File: src/rtl/deemph_pkg.sv
package deemph_pkg;
   localparam int COEF_W    = 24;
   localparam int COEF_FRAC = 22;

   typedef logic signed [COEF_W-1:0] coef_t;

   typedef struct packed {
      coef_t b0;
      coef_t b1;
      coef_t a1;
   } coef_set_t;

   typedef enum logic [1:0] {
      DM_OFF  = 2'b00,
      DM_44K1 = 2'b01,
      DM_32K  = 2'b10,
      DM_48K  = 2'b11
   } dmode_e;

   // Bilinear transform of (1 + s*15us) / (1 + s*50us), Q2.22; b0 + b1 == 1 + a1
   localparam coef_t C44_B0 =  24'sd1800992;
   localparam coef_t C44_B1 = -24'sd250417;
   localparam coef_t C44_A1 = -24'sd2643729;
   localparam coef_t C32_B0 =  24'sd1957342;
   localparam coef_t C32_B1 =  24'sd39946;
   localparam coef_t C32_A1 = -24'sd2197016;
   localparam coef_t C48_B0 =  24'sd1764502;
   localparam coef_t C48_B1 = -24'sd318188;
   localparam coef_t C48_A1 = -24'sd2747990;
endpackage

File: src/rtl/deemph_coef_sel.sv
module deemph_coef_sel
   import deemph_pkg::*;
(
   input  logic [1:0] mode,
   output coef_set_t  coefs
);
   always_comb begin
      unique case (dmode_e'(mode))
         DM_44K1: coefs = '{b0: C44_B0, b1: C44_B1, a1: C44_A1};
         DM_32K:  coefs = '{b0: C32_B0, b1: C32_B1, a1: C32_A1};
         DM_48K:  coefs = '{b0: C48_B0, b1: C48_B1, a1: C48_A1};
         default: coefs = '{b0: '0, b1: '0, a1: '0};
      endcase
   end
endmodule

File: src/rtl/deemph_mac.sv
module deemph_mac #(
   parameter int DW   = 24,
   parameter int CW   = 24,
   parameter int FRAC = 22
) (
   input  logic signed [DW-1:0] x,
   input  logic signed [DW-1:0] x1,
   input  logic signed [DW-1:0] y1,
   input  logic signed [CW-1:0] b0,
   input  logic signed [CW-1:0] b1,
   input  logic signed [CW-1:0] a1,
   output logic signed [DW-1:0] y
);
   localparam int AW = DW + CW + 2;
   localparam int RW = AW - FRAC;
   localparam logic signed [AW-1:0] HALF = AW'(64'sd1 <<< (FRAC - 1));
   localparam logic signed [RW-1:0] MAXV = RW'((64'sd1 <<< (DW - 1)) - 64'sd1);
   localparam logic signed [RW-1:0] MINV = RW'(-(64'sd1 <<< (DW - 1)));

   logic signed [AW-1:0] p_fwd, p_old, p_fb, acc;
   logic signed [RW-1:0] q;

   always_comb begin
      p_fwd = AW'(x)  * AW'(b0);
      p_old = AW'(x1) * AW'(b1);
      p_fb  = AW'(y1) * AW'(a1);
      acc   = p_fwd + p_old - p_fb + HALF;
      q     = acc[AW-1:FRAC];
      if (q > MAXV)      y = MAXV[DW-1:0];
      else if (q < MINV) y = MINV[DW-1:0];
      else               y = q[DW-1:0];
   end
endmodule

File: src/rtl/deemph_state.sv
module deemph_state #(
   parameter int DW  = 24,
   parameter int NCH = 2,
   localparam int CHW = (NCH > 1) ? $clog2(NCH) : 1
) (
   input  logic                 clk,
   input  logic                 rst_n,
   input  logic                 clr,
   input  logic                 wr,
   input  logic [CHW-1:0]       ch,
   input  logic signed [DW-1:0] wx,
   input  logic signed [DW-1:0] wy,
   output logic signed [DW-1:0] x1_q [NCH],
   output logic signed [DW-1:0] y1_q [NCH]
);
   for (genvar g = 0; g < NCH; g++) begin : g_chan
      always_ff @(posedge clk) begin
         if (!rst_n) begin
            x1_q[g] <= '0;
            y1_q[g] <= '0;
         end else if (wr && ch == CHW'(g)) begin
            x1_q[g] <= wx;
            y1_q[g] <= wy;
         end else if (clr) begin
            x1_q[g] <= '0;
            y1_q[g] <= '0;
         end
      end
   end
endmodule

File: src/rtl/deemph_filter.sv
module deemph_filter
   import deemph_pkg::*;
#(
   parameter int DW = 24
) (
   input  logic                 clk,
   input  logic                 rst_n,
   input  logic                 in_valid,
   input  logic                 in_tag,
   input  logic signed [DW-1:0] in_data,
   input  logic [1:0]           mode,
   input  logic [1:0]           speed,
   output logic                 out_valid,
   output logic                 out_tag,
   output logic signed [DW-1:0] out_data
);
   localparam int NCH = 2;

   if (DW < 16 || DW > 32) begin : g_bad_dw
      $error("deemph_filter: DW must lie in 16..32");
   end
   if (COEF_FRAC >= COEF_W) begin : g_bad_frac
      $error("deemph_filter: coefficient fraction exceeds width");
   end

   logic [3:0]           sel_now, sel_last;
   logic                 bypass, sel_chg;
   coef_set_t            cs;
   logic signed [DW-1:0] x1_q [NCH];
   logic signed [DW-1:0] y1_q [NCH];
   logic signed [DW-1:0] x1_use, y1_use, y_flt, y_pick;
   logic                 a_valid, a_tag;
   logic signed [DW-1:0] a_data;

   assign sel_now = {speed, mode};
   assign bypass  = (speed != 2'b00) || (dmode_e'(mode) == DM_OFF);
   assign sel_chg = in_valid && (sel_now != sel_last);
   assign x1_use  = sel_chg ? '0 : x1_q[in_tag];
   assign y1_use  = sel_chg ? '0 : y1_q[in_tag];
   assign y_pick  = bypass ? in_data : y_flt;

   always_ff @(posedge clk) begin
      if (!rst_n)        sel_last <= '0;
      else if (in_valid) sel_last <= sel_now;
   end

   deemph_coef_sel u_coef (
      .mode  (mode),
      .coefs (cs)
   );

   deemph_state #(.DW(DW), .NCH(NCH)) u_state (
      .clk   (clk),
      .rst_n (rst_n),
      .clr   (sel_chg),
      .wr    (in_valid && !bypass),
      .ch    (in_tag),
      .wx    (in_data),
      .wy    (y_flt),
      .x1_q  (x1_q),
      .y1_q  (y1_q)
   );

   deemph_mac #(.DW(DW), .CW(COEF_W), .FRAC(COEF_FRAC)) u_mac (
      .x  (in_data),
      .x1 (x1_use),
      .y1 (y1_use),
      .b0 (cs.b0),
      .b1 (cs.b1),
      .a1 (cs.a1),
      .y  (y_flt)
   );

   always_ff @(posedge clk) begin
      if (!rst_n) begin
         a_valid   <= 1'b0;
         a_tag     <= 1'b0;
         a_data    <= '0;
         out_valid <= 1'b0;
         out_tag   <= 1'b0;
         out_data  <= '0;
      end else begin
         a_valid   <= in_valid;
         if (in_valid) begin
            a_tag  <= in_tag;
            a_data <= y_pick;
         end
         out_valid <= a_valid;
         if (a_valid) begin
            out_tag  <= a_tag;
            out_data <= a_data;
         end
      end
   end
endmodule

File: config.mk
export PLATFORM = sky130hd
export DESIGN_NAME = deemph_filter
export DESIGN_NICKNAME = d
export VERILOG_FILES = /design/src/rtl/deemph_pkg.sv /design/src/rtl/deemph_coef_sel.sv /design/src/rtl/deemph_mac.sv /design/src/rtl/deemph_state.sv /design/src/rtl/deemph_filter.sv
export SDC_FILE = /design/constraint.sdc
export NUM_CORES = 2
export LEC_CHECK = 0
export ABC_CLOCK_PERIOD_IN_PS = 21500
export BUFFER_PORTS_ARGS = -buffer_cell sky130_fd_sc_hd__buf_4
export CORE_MARGIN = 1
export CORE_UTILIZATION = 25
export DETAILED_ROUTE_END_ITERATION = 16
export PLACE_DENSITY = 0.48
export SLEW_MARGIN = 10
export SYNTH_ARGS = -nofsm -noshare
export SYNTH_HDL_FRONTEND = slang
export SYNTH_SLANG_ARGS = --single-unit
File: constraint.sdc
create_clock -name clk -period 21.5 [get_ports clk]
set_input_delay 1.075 -clock clk [delete_from_list [all_inputs] [get_ports clk]]
set_output_delay 1.075 -clock clk [all_outputs]
set_load 0.01 [all_outputs]
==> results.txt <==
Outcome: finished clean
Vias in the first global route: 47800
DR pass1 iterations: 5
Final Hold Fails: 0
Clock skew: 0.0180 ns
Number of gates resized after cts: 0
Post-synth EDFFs: 0
# nets final: 8581
Tmin final: 14.96 ns
Reg2reg start: sel_last[3]
Largest family of logic cells by synthesized area: adder cells
Tcrit/Tclk final: 69.6%
Yosys top cell by area: fa_1
Final Setup Violations: 0
Chip width: 499 µm
Largest net degree at the start of global routing: 64
Mapped Cells: 6392
Reg2reg setup slack: 7.21 ns
Worst Hold Endpoint: u_state.y1_q[8]
WL met1: 88400 µm
# diodes: 0
Critical path origin: mode[0]
Net Count, Synth: 8624
Yosys warns: 0
Crit-path max FO: 45
Chip height: 499 µm
Port Buffers: 57
Slew headroom: 15.3%
Yosys top cell area share: 49.8%
Placer Congestion: 0.951
Placeable Area: 246000 µm²
Die area: 249000 µm²
Synth top area cells: fa_1 50%, ha_1 13%, inv_1 11%, dfxtp_1 4.9%, nand2_1 2.4%
CP endpoint kind: flop
Global-route wire length before repair: 313000 µm
Crit Reg-Reg Endpoint: a_data[1]
Total of max-cap violations: 0
Vias: 42300
Top cell family by delay on the critical path: adder cells
Post-synth cell types: 80
Slew @ Worst Pin: 1.27 ns
CTS max path bufs: 2
Clock transition at path regs: 0.08 ns
Worst hold path class: flop to flop
Post-synthesis simple-gate area fraction: 8.16%
Netlist Area Pre-Place: 61800 µm²
Share of layout cells above drive strength 1: 3.13%
Mux share of post-synthesis cell area: 1.29%
Overflow after GRT: 0
Area Overhead vs Synth: 7.62%
Slowest stage delay, CP: 0.84 ns
Via/cell ratio: 4.41
Root buffer cell: clkbuf_16
Fmax: 66.8 MHz
CTS tree: built
Worst Path Arrival: 15.33 ns
Critical Path RT: 21.86 ns
Slowest CP cell: nor3_1
Hold-fix buffers at CTS: 0
Post-Route WL: 203000 µm
Critical Path Start Type: input port
CTS sink cnt: 152
Metal3 WL: 7660 µm
Inserted Clock Buffers: 17
Xor/xnor share of the synthesized area: 2.70%
WP buf/inv: 10
Iter 0 DRT Violations: 2649
Final ANT Viol Nets: 0
H-tree levels: 4
Post-synthesis compound-gate area fraction: 7.25%
Ports: 58
Row Count: 182
Dominant synthesized flop cell: dfxtp_1
Total Routing Usage GR: 16.9%
HPWL after DPL: 180000 µm
Adder-Cell Fraction of Synth Area: 63.2%
Remaining DRCs: 0
RSZ-0062 raised after global routing: false
Setup TNS: 0 ns
Worst hold start: u_state.y1_q[8]
Reg2reg path depth: 46
Max-slew violation count: 0
Post-synthesis register bit count: 152
Met2 Routed Length: 98900 µm
Worst skew pair latency: 0.52 ns
Post-synth top cells: 1882 x inv_1, 1539 x fa_1, 661 x ha_1
Asr flop ratio synth: 0%
Register area share after synthesis: 4.92%
Max Used Layer: met5
Setup bufs post-CTS: 0
Most common cell in the netlist: inv_1
Hold path cells: 2
Initial antenna violation count: 3
Routed WL per cell: 21.2 µm
Setup CP Type: input port to flop
Initial core utilization: 25.1%
Mean Syn Cell Area: 9.68 µm²
-- registers in the layout, indices dropped and copies added (netlist names) --
signal and cells:
u_state.x1_q 48, sel_last 4, a_valid 1, a_data 24
out_data 24, u_state.y1_q 48, a_tag 1, out_valid 1
out_tag 1
-- worst max path at each step --
stage / endpoint / slack, ns / cells past startpoint
global placement: a_data[1] / 6.02 / 43
global route: a_data[1] / 5.76 / 47
detailed placement: a_data[1] / 5.90 / 44
CTS: a_data[1] / 6.42 / 44
floorplan: a_data[0] / 9.20 / 47
finish: a_data[1] / 6.54 / 47
-- cell families after synthesis --
kind of cell	Yosys count
simple gates	1066
compound gates	667
xor+xnor	190
fa+ha+maj	2200
buf+inv	2037
flops	152
mux	80
-- metal layers --
layer | up-vias | track usage [%]
met4 | 4 | 5.56
met2 | 986 | 29.0
met5 | - | 0
li1 | 19000 | -
met3 | 181 | 1.58
met1 | 22100 | 22.3
-- through the flow --
| step | hold slack [ns] | cells | instance area, µm² | utilization (%) | setup slack (ns) |
|---|---|---|---|---|---|
| after floorplan | 0.424 | 6392 | 61800 | - | 9.20 |
| final | 0.452 | 9582 | 66600 | 27.1 | 6.54 |
| after global routing | 0.471 | 9582 | 66600 | 27.1 | 5.76 |
| after detailed placement | 0.442 | 9550 | 66000 | 26.8 | 5.90 |
| after global placement | 0.436 | 9550 | 66000 | 26.8 | 6.02 |
| after CTS | 0.455 | 9582 | 66600 | 27.1 | 6.42 |
-- worst register-to-register path, delay by kind of cell (launching register included) --
kind            cells  cell delay [ns]
simple gates        8             2.84
flops               1             0.33
xor+xnor            3             0.58
fa+ha+maj          11             4.93
compound gates     15             4.44
buf+inv             9             0.98
-- cells in the final DEF, fill, tap and decap left out, drive strengths merged, types with 55 or more instances in the layout --
cell       n
buf       91
inv     1893
fa      1539
nand3     89
mux2i     80
nand2    395
ha       661
a21boi    59
and2     181
a21oi    184
xnor2    135
nor2b     69
o21ai    146
dfxtp    152
a21o     110
xor2      55
nor2     209
-- final cells by class --
class / count / area [µm²]
fillers: 26400 / 179000
repair buffers: 91 / 683
flip-flops and latches: 152 / 3040
multi-input cells: 4203 / 51100
clock inverters: 14 / 148
clock buffers: 18 / 439
inverters: 1884 / 7070
well taps: 3220 / 4030
Power is not shown: default switching activity piles up to over one toggle a cycle in this logic, so the estimate is an artifact.
